<file path="src/rtl/ls_agen_pkg.sv">
package ls_agen_pkg;

    localparam int INSTR_W = 32;
    localparam int IDX_W   = 4;
    localparam int AMT_W   = 5;

    typedef enum logic [1:0] {
        SHK_LSL = 2'b00,
        SHK_LSR = 2'b01,
        SHK_ASR = 2'b10,
        SHK_ROR = 2'b11
    } shift_kind_e;

    typedef enum logic [2:0] {
        ACW_WORD  = 3'd0,
        ACW_BYTE  = 3'd1,
        ACW_HALF  = 3'd2,
        ACW_SBYTE = 3'd3,
        ACW_SHALF = 3'd4
    } acc_width_e;

    typedef struct packed {
        logic              wb_form;   // word/byte form
        logic              reg_off;   // word/byte: register offset
        logic              bit22;     // byte select or split-immediate select
        logic              pre;
        logic              up;
        logic              wback;
        logic [IDX_W-1:0]  rn;
        logic [IDX_W-1:0]  rd;
        logic [11:0]       low12;
    } ls_fields_t;

    function automatic ls_fields_t split_fields(input logic [INSTR_W-1:0] w);
        ls_fields_t f;
        f.wb_form = w[26];
        f.reg_off = w[25];
        f.bit22   = w[22];
        f.pre     = w[24];
        f.up      = w[23];
        f.wback   = w[21];
        f.rn      = w[19:16];
        f.rd      = w[15:12];
        f.low12   = w[11:0];
        return f;
    endfunction

    function automatic acc_width_e width_code(input ls_fields_t f);
        if (f.wb_form)
            return f.bit22 ? ACW_BYTE : ACW_WORD;
        case (f.low12[6:5])
            2'b10:   return ACW_SBYTE;
            2'b11:   return ACW_SHALF;
            default: return ACW_HALF;
        endcase
    endfunction

endpackage

</file>
<file path="src/rtl/lsag_shifter.sv">
module lsag_shifter
    import ls_agen_pkg::*;
#(
    parameter int DATA_W = 32
) (
    input  logic [DATA_W-1:0] value,
    input  shift_kind_e       kind,
    input  logic [AMT_W-1:0]  amount,
    input  logic              carry,
    output logic [DATA_W-1:0] result
);
    logic [2*DATA_W-1:0] doubled;

    always_comb begin
        doubled = {value, value} >> amount;
        result  = value;
        case (kind)
            SHK_LSL: result = value << amount;
            SHK_LSR: result = (amount == '0) ? '0 : (value >> amount);
            SHK_ASR: result = (amount == '0) ? {DATA_W{value[DATA_W-1]}}
                                             : DATA_W'($signed(value) >>> amount);
            SHK_ROR: result = (amount == '0) ? {carry, value[DATA_W-1:1]}
                                             : doubled[DATA_W-1:0];
            default: result = value;
        endcase
    end
endmodule

</file>
<file path="src/rtl/lsag_offset.sv">
module lsag_offset
    import ls_agen_pkg::*;
#(
    parameter int DATA_W = 32
) (
    input  ls_fields_t        f,
    input  logic [DATA_W-1:0] offs_val,
    input  logic              carry,
    output logic [DATA_W-1:0] offset
);
    logic [DATA_W-1:0] shifted;

    lsag_shifter #(.DATA_W(DATA_W)) u_shift (
        .value  (offs_val),
        .kind   (shift_kind_e'(f.low12[6:5])),
        .amount (f.low12[11:7]),
        .carry  (carry),
        .result (shifted)
    );

    always_comb begin
        if (f.wb_form)
            offset = f.reg_off ? shifted : DATA_W'(f.low12);
        else
            offset = f.bit22 ? DATA_W'({f.low12[11:8], f.low12[3:0]}) : offs_val;
    end
endmodule

</file>
<file path="src/rtl/lsag_index.sv">
module lsag_index
    import ls_agen_pkg::*;
#(
    parameter int DATA_W = 32
) (
    input  ls_fields_t        f,
    input  logic [DATA_W-1:0] base_val,
    input  logic [DATA_W-1:0] offset,
    output logic [DATA_W-1:0] addr,
    output logic              wb_en,
    output logic [DATA_W-1:0] wb_data
);
    logic [DATA_W-1:0] moved;

    always_comb begin
        moved   = f.up ? (base_val + offset) : (base_val - offset);
        addr    = f.pre ? moved : base_val;
        wb_en   = ~f.pre | f.wback;
        wb_data = moved;
    end
endmodule

</file>
<file path="src/rtl/ls_addr_gen.sv">
module ls_addr_gen
    import ls_agen_pkg::*;
#(
    parameter int DATA_W = 32
) (
    input  logic              clk,
    input  logic              rst,
    input  logic              in_valid,
    input  logic [31:0]       instr,
    input  logic [DATA_W-1:0] base_val,
    input  logic [DATA_W-1:0] offs_val,
    input  logic              carry_in,
    output logic              out_valid,
    output logic [DATA_W-1:0] acc_addr,
    output logic [2:0]        acc_width,
    output logic              wb_en,
    output logic [DATA_W-1:0] wb_data,
    output logic [3:0]        base_idx,
    output logic [3:0]        data_idx
);
    ls_fields_t        fld;
    logic [DATA_W-1:0] offset;
    logic [DATA_W-1:0] nx_addr;
    logic [DATA_W-1:0] nx_wbd;
    logic              nx_wben;

    assign fld = split_fields(instr);

    lsag_offset #(.DATA_W(DATA_W)) u_offset (
        .f        (fld),
        .offs_val (offs_val),
        .carry    (carry_in),
        .offset   (offset)
    );

    lsag_index #(.DATA_W(DATA_W)) u_index (
        .f        (fld),
        .base_val (base_val),
        .offset   (offset),
        .addr     (nx_addr),
        .wb_en    (nx_wben),
        .wb_data  (nx_wbd)
    );

    always_ff @(posedge clk) begin
        if (rst) begin
            out_valid <= 1'b0;
            acc_addr  <= '0;
            acc_width <= '0;
            wb_en     <= 1'b0;
            wb_data   <= '0;
            base_idx  <= '0;
            data_idx  <= '0;
        end else begin
            out_valid <= in_valid;
            if (in_valid) begin
                acc_addr  <= nx_addr;
                acc_width <= width_code(fld);
                wb_en     <= nx_wben;
                wb_data   <= nx_wbd;
                base_idx  <= fld.rn;
                data_idx  <= fld.rd;
            end
        end
    end

    // post-indexed access addresses the untouched base and always writes back
    p_post_base_addr_r9: assert property (@(posedge clk) disable iff (rst)
        (in_valid && !instr[24]) |=> (acc_addr == $past(base_val) && wb_en));

    // pre-indexed access writes back the address itself, enable from bit 21
    p_pre_wb_r8: assert property (@(posedge clk) disable iff (rst)
        (in_valid && instr[24]) |=> (wb_data == acc_addr && wb_en == $past(instr[21])));

    // down direction with the 12-bit immediate subtracts it from the base
    p_down_imm_r7: assert property (@(posedge clk) disable iff (rst)
        (in_valid && instr[26] && !instr[25] && !instr[23])
        |=> (wb_data == $past(base_val) - DATA_W'($past(instr[11:0]))));

    // zero-amount left shift passes the register through unchanged
    p_lsl_zero_r5: assert property (@(posedge clk) disable iff (rst)
        (in_valid && instr[26] && instr[25] && instr[23] && instr[11:5] == 7'd0)
        |=> (wb_data == $past(base_val) + $past(offs_val)));

    // split immediate is rebuilt from the two nibbles
    p_split_imm_r3: assert property (@(posedge clk) disable iff (rst)
        (in_valid && !instr[26] && instr[22] && instr[23])
        |=> (wb_data == $past(base_val) + DATA_W'({$past(instr[11:8]), $past(instr[3:0])})));

    // reset keeps the output qualifier low
    p_reset_idle_r11: assert property (@(posedge clk) rst |=> !out_valid);

    // register indices follow the accepted word
    p_indices_r1: assert property (@(posedge clk) disable iff (rst)
        in_valid |=> (base_idx == $past(instr[19:16]) && data_idx == $past(instr[15:12])));

endmodule

</file>
<file path="config.mk">
export PLATFORM = sky130hd
export DESIGN_NAME = ls_addr_gen
export DESIGN_NICKNAME = d
export VERILOG_FILES = /design/src/rtl/ls_agen_pkg.sv /design/src/rtl/lsag_shifter.sv /design/src/rtl/lsag_offset.sv /design/src/rtl/lsag_index.sv /design/src/rtl/ls_addr_gen.sv
export SDC_FILE = /design/constraint.sdc
export NUM_CORES = 1
export LEC_CHECK = 0
export ABC_AREA = 1
export CAP_MARGIN = 10
export CORE_UTILIZATION = 56
export DETAILED_ROUTE_END_ITERATION = 10
export PLACE_DENSITY = 0.83
export SKIP_CTS_REPAIR_TIMING = 1
export SLEW_MARGIN = 20
export SYNTH_ARGS = -nofsm -noshare
export SYNTH_HDL_FRONTEND = slang
export SYNTH_SLANG_ARGS = --single-unit
</file>
<file path="constraint.sdc">
create_clock -name clk -period 6.4 [get_ports clk]
set_input_delay 0.64 -clock clk [delete_from_list [all_inputs] [get_ports clk]]
set_output_delay 0.64 -clock clk [all_outputs]
set_load 0.01 [all_outputs]
</file>
=== After elaboration in Yosys (flattened, before gate mapping) ===
Index checks and enable logic that the tools add are counted.

* Register bits after elaboration: 77
* Bits of input ports: 100
* Output and inout port bits: 77
* Logic and storage cells: 36

* $add $sub $neg: 2
* Equality and inequality tests: 3
* Shifts and indexed selects: 4
* Multiplexer cells: 16
* Bitwise operators: 2
* Reduce and logical (&&, ||, !) cells: 2

{| class="wikitable"
|+ Operators with widths
! operator !! number
|-
| $mux 32 || 8
|-
| $pmux 32 s4 || 1
|-
| $shr 64x5->32 || 1
|-
| $add 32x32->32 || 1
|-
| $shl 32x5->32 || 1
|-
| $shr 32x5->32 || 1
|-
| $sshr 32x5->32 || 1
|-
| $sub 32x32->32 || 1
|-
| $mux 3 || 2
|-
| $pmux 3 s2 || 1
|-
| $logic_not 5->1 || 1
|-
| $eq 2x2->1 const B || 2
|-
| $mux 1 || 4
|-
| $eq 2x1->1 const B || 1
|-
| $logic_not 2->1 || 1
|-
| $not 1->1 || 1
|-
| $or 1x1->1 || 1
|}

=== Logic depth before layout (Yosys ltp) ===
* Depth in word-level cells: 8
* Mapped depth: 43
* Depth with buffers taken out: 43

=== Modules after synthesis ===
A second synthesis with hierarchy kept.

* Cells, all modules: 2313
* Area, all modules: 12215.5 um^2

{| class="wikitable"
|+ Modules (own cells, without submodules)
! module !! instances !! cells an instance !! area an instance (um^2) !! seq. area each (um^2)
|-
| lsag_shifter || 1 || 1086 || 5163.7 || 0.0
|-
| lsag_index || 1 || 705 || 3550.9 || 0.0
|-
| ls_addr_gen || 1 || 338 || 2681.3 || 1541.5
|-
| lsag_offset || 1 || 184 || 819.5 || 0.0
|}

=== Least setup slack after synthesis ===
No wires, ideal clock.

* Path type: in2reg
* Start point: input instr[9]
* End point: register wb_data[26]
* Library setup time: 116 ps
* Data arrival time: 4663 ps
* Data required time: 6284 ps
* Slack: 1621 ps
* Stages: 32
* Buffers on the path: 2
* Cells stage by stage: buf_2 -> inv_2 -> clkbuf_1 -> nand3_1 -> nand2_1 -> nand2_1 -> nand2_1 -> nand2_1 -> nand2_1 -> nand2_1 -> nand2_1 -> nand2_1 -> nand2_1 -> a21oi_2 -> ha_1 -> nand2_1 -> o21ai_0 -> fa_1 -> nand3_1 -> nand3_1 -> a21oi_1 -> o21ai_1 -> a21boi_0 -> o21ai_1 -> a21boi_0 -> o21ai_1 -> a21oi_1 -> o21ai_1 -> nand2_1 -> nand3_1 -> o211ai_1 -> inv_1

* Longest elaborated chain between the ends: 7
* Elaborated cells on any way between the ends: 15
* Those cells by class: add/sub (2); shift (4); mux (8); reduce/logical (1)

{| class="wikitable"
|+ RTL lines
! what !! RTL line !! source
|-
| start, declared || ls_addr_gen.sv:9 || <nowiki>input logic [31:0] instr,</nowiki>
|-
| $shr 64x5->32 (tied with other cells) || lsag_shifter.sv:15 || <nowiki>doubled = {value, value} >> amount;</nowiki>
|-
| $mux 32, on equally long branches || lsag_shifter.sv:22, lsag_shifter.sv:19, lsag_shifter.sv:20 ||
|-
| $pmux 32 s4 || lsag_shifter.sv:17 || <nowiki>case (kind)</nowiki>
|-
| $mux 32 || lsag_offset.sv:23 || <nowiki>offset = f.reg_off ? shifted : DATA_W'(f.low12);</nowiki>
|-
| $mux 32 (*) || lsag_offset.sv:22 || <nowiki>if (f.wb_form)</nowiki>
|-
| $sub 32x32->32 / $add 32x32->32 (equally long branches) || lsag_index.sv:16 || <nowiki>moved = f.up ? (base_val + offset) : (base_val - offset);</nowiki>
|-
| $mux 32 (*) || lsag_index.sv:16 ||
|-
| end signal, assigned || ls_addr_gen.sv:60 || <nowiki>wb_data <= nx_wbd;</nowiki>
|-
| end, declared || ls_addr_gen.sv:17 || <nowiki>output logic [DATA_W-1:0] wb_data,</nowiki>
|}

Every way passes the cells marked *; elsewhere a longest branch is shown, timed or not.
A chain may end at the register's enable or synchronous reset.

=== Worst setup path in the final report ===
* Start point: input offs_val[8]
* End point: register acc_addr[22]

* Longest elaborated chain between the ends: 8
* Elaborated cells on any way between the ends: 15
* Those cells by class: add/sub (2); shift (4); mux (9)

{| class="wikitable"
|+ RTL lines
! what !! RTL line !! source
|-
| start, declared || ls_addr_gen.sv:11 || <nowiki>input logic [DATA_W-1:0] offs_val,</nowiki>
|-
| $shr 64x5->32 (tied with other cells) || lsag_shifter.sv:15 ||
|-
| $mux 32, on equally long branches || lsag_shifter.sv:22, lsag_shifter.sv:19, lsag_shifter.sv:20 ||
|-
| $pmux 32 s4 || lsag_shifter.sv:17 ||
|-
| $mux 32 || lsag_offset.sv:23 ||
|-
| $mux 32 (*) || lsag_offset.sv:22 ||
|-
| $sub 32x32->32 / $add 32x32->32 (equally long branches) || lsag_index.sv:16 ||
|-
| $mux 32 (*) || lsag_index.sv:16 ||
|-
| $mux 32 (*) || lsag_index.sv:17 || <nowiki>addr = f.pre ? moved : base_val;</nowiki>
|-
| end signal, assigned || ls_addr_gen.sv:57 || <nowiki>acc_addr <= nx_addr;</nowiki>
|-
| end, declared || ls_addr_gen.sv:14 || <nowiki>output logic [DATA_W-1:0] acc_addr,</nowiki>
|}

Marks and branches as above.

==> run metrics <==
Synth cell types=47; Worst Path Arrival=6.41 ns; Site Rows=50; Seq/Total Area, Yosys=13.97%; starting density of the core=58.02%; Synth area leader=nand2_1; Reg2Reg Depth=4; Worst slew margin=25.79%; top cell type's share of synthesized area=22.49%; Min Hold Slack=0.4676 ns; max cap viols=0; Final TNS setup=0 ns; routability cong.=1.114; Post-synth EDFFs=0; ys flop type=dfxtp_1; Final setup viols=0; Clock transition at path regs=0.07 ns; RSZ-0062 raised after global routing=no; Hold WC Path Type=flop to flop; Cell Pwr Density=185.9 mW/mm^2; vias=15545; hpwl dp=37960 microns; VDD IR-drop max=156.5 uV; cell count along the critical path=30; CP required=6.69 ns; Clock Latency Late Sink=0.35 ns; slowest stage delay, CP=0.59 ns; routed wire length=49880 microns; area of the core=0.01902 sq mm; Slew Limit Fails=0; CTS Sinks=77; WP buf/inv=4; Die X=142.4 microns; Hold Crit Start=acc_addr[7]$_SDFFE_PP0P_; Synth area leaders=nand2_1 (22%), dfxtp_1 (14%), nand3_1 (13%), nor2_1 (6.4%), a21oi_1 (6.3%); Iteration-0 DRC Markers=2426; synth warn=0; Total Nets Final=2333; wire per inst=20.24 microns; initial antenna violation count=1; Syn Std Cell Area=0.01103 sq mm; Top Ports=177; skew final=0 ns; Max Root-Sink Buffers=2; fill count=1787; cts bufs inserted=9; number of port buffers=170; CP startpoint=offs_val[8]; cells after synthesis=2079; status=finished clean; worst-path maximum fanout=6; All-Layer GR Usage=49.14%; Worst Max-Slew Pin Slew=1.106 ns; shortest period the worst path allows=6.120 ns; CP Launch Type=input port; crit end category=flop; DRC=0; largest net degree at the start of global routing=90; CTS tree=yes; GRT overflow=0; die height=142.4 microns; vias in the first global route=13826; Post-synth ARST share=0%; Detail Route Antenna Nets=0; share of post-route cells with drive strength above 1=5.490%; Power Total=2.470 mW; FF+latch count, synth=77; post-route worst setup slack=0.2804 ns; n_diodes=0; drt first pass iters=7; global-route wire length before repair=76050 microns; utilization after layout=69.86%; Final Hold Fails=0; post-place setup slack=0.2087 ns; Avg Cell Area, Syn=5.308 sq um; hold path depth=2; Crit Path Class=input port to flop; Die ar.=0.02027 sq mm; CTS H-Tree Depth=3; fin crit share=95.62%; Leak Pwr=6.565 nW; area growth from synthesis to layout=20.41%; Critical Path Slowest Stage Cell=clkdlybuf4s50_1; Net Count, Synth=2213; worst reg2reg startpoint=wb_data[24]$_SDFFE_PP0P_; maximum clock rate=163.4 MHz; Root Buffer=clkbuf_16; CP top delay family=compound AO/OA/AOI/OAI gates; worst reg-to-reg setup slack=5.58 ns; Crit path top cell by count=nand2_1; DR vias/cell=6.309
[tightest hold or removal path, stage by stage, from the launching register on]
cell and delay, ns:
dfxtp_1 0.31, nand2_1 0.06, a21oi_1 0.05
[cells in the final DEF (no fill, tap or decap), types with 39 or more instances in the layout]
master and instances:
nor2_1 187, nand2_1 661, o211ai_1 63, inv_1 171
nand3_1 297, o21ai_0 112, clkdlybuf4s50_1 160, buf_4 58
dfxtp_1 77, o21ai_1 39, a21oi_1 140
[kinds of logic after synthesis]
kind of cell | after synthesis | share of synthesized area (%)
XOR/XNOR | 48 | 3.810
AO/OA/AOI/OAI | 404 | 20.83
buffers and inverters | 309 | 11.42
AND/OR/NAND/NOR | 1204 | 45.78
adder cells (fa/ha/maj) | 34 | 3.923
flip-flops | 77 | 13.97
multiplexers | 3 | 0.2722
[sequential cells by signal, summed over array words and instances, names as in the netlist]
name       count
acc_addr      32
acc_width      3
base_idx       4
data_idx       4
out_valid      1
wb_data       32
wb_en          1
[metal layers]
layer  track usage, %  vias up  part of all wire, %
met1            63.26     6887                   38
li1                 -     7128                    -
met5                0        -                0.032
met4            26.26        2                  6.0
met2            70.56     1285                   40
met3            18.24      243                   16
[synth_stat cells (2+ instances only)]
cell type  count
nand3_1      297
nand2_2        6
o21ai_0      112
inv_2         10
o21ai_2        2
a21o_1         5
dfxtp_1       77
clkinv_1       5
inv_1        172
a221oi_1       2
buf_2         31
nand3b_1       5
a21boi_0       4
ha_1          33
nand4_1       13
nor2_2         6
nor2_4         4
xnor2_1       28
clkbuf_1      61
o221ai_1       3
xor2_1        20
a21oi_2        5
buf_6          4
buf_1         17
nor2_1       187
o22ai_1        3
nand2_1      661
o211ai_1      63
mux2i_1        3
buf_4          8
o21ai_1       40
a21oi_1      140
nor3_1        14
a31oi_1       17
o31ai_1        3
or2_1          4
nor4_1         4
[metrics by stage]
step	cell area [sq um]	cells
6_report	13290	2464
5_1_grt	13290	2464
4_1_cts	13270	2464
3_5_place_dp	12970	2448
3_3_place_gp	12970	2448
2_1_floorplan	11030	2079
[area by class of cell]
type,count,area (sq um),area share (%)
flip-flops and latches,77,1541,11.60
clock inverters,7,76.32,0.5744
clock buffers,9,225.2,1.695
multi-input cells,1693,8237,61.99
inverters,187,704.4,5.302
well taps,260,325.3,2.448
repair buffers,231,2177,16.39
[worst paths after layout]
path                               endpoint
setup / recovery  acc_addr[22]$_SDFFE_PP0P_
hold / removal     acc_addr[7]$_SDFFE_PP0P_
setup reg to reg   wb_data[24]$_SDFFE_PP0P_
hold reg to reg    acc_addr[7]$_SDFFE_PP0P_
[power breakdown]
group | switching [mW] | internal, mW | total (mW) | leakage [nW]
Sequential | 0.0281 | 0.533 | 0.561 | 0.639
Combinational | 0.885 | 0.501 | 1.39 | 5.78
Clock | 0.245 | 0.278 | 0.523 | 0.149
Total | 1.16 | 1.31 | 2.47 | 6.57
Note: power is estimated with default switching activity, not from simulation.
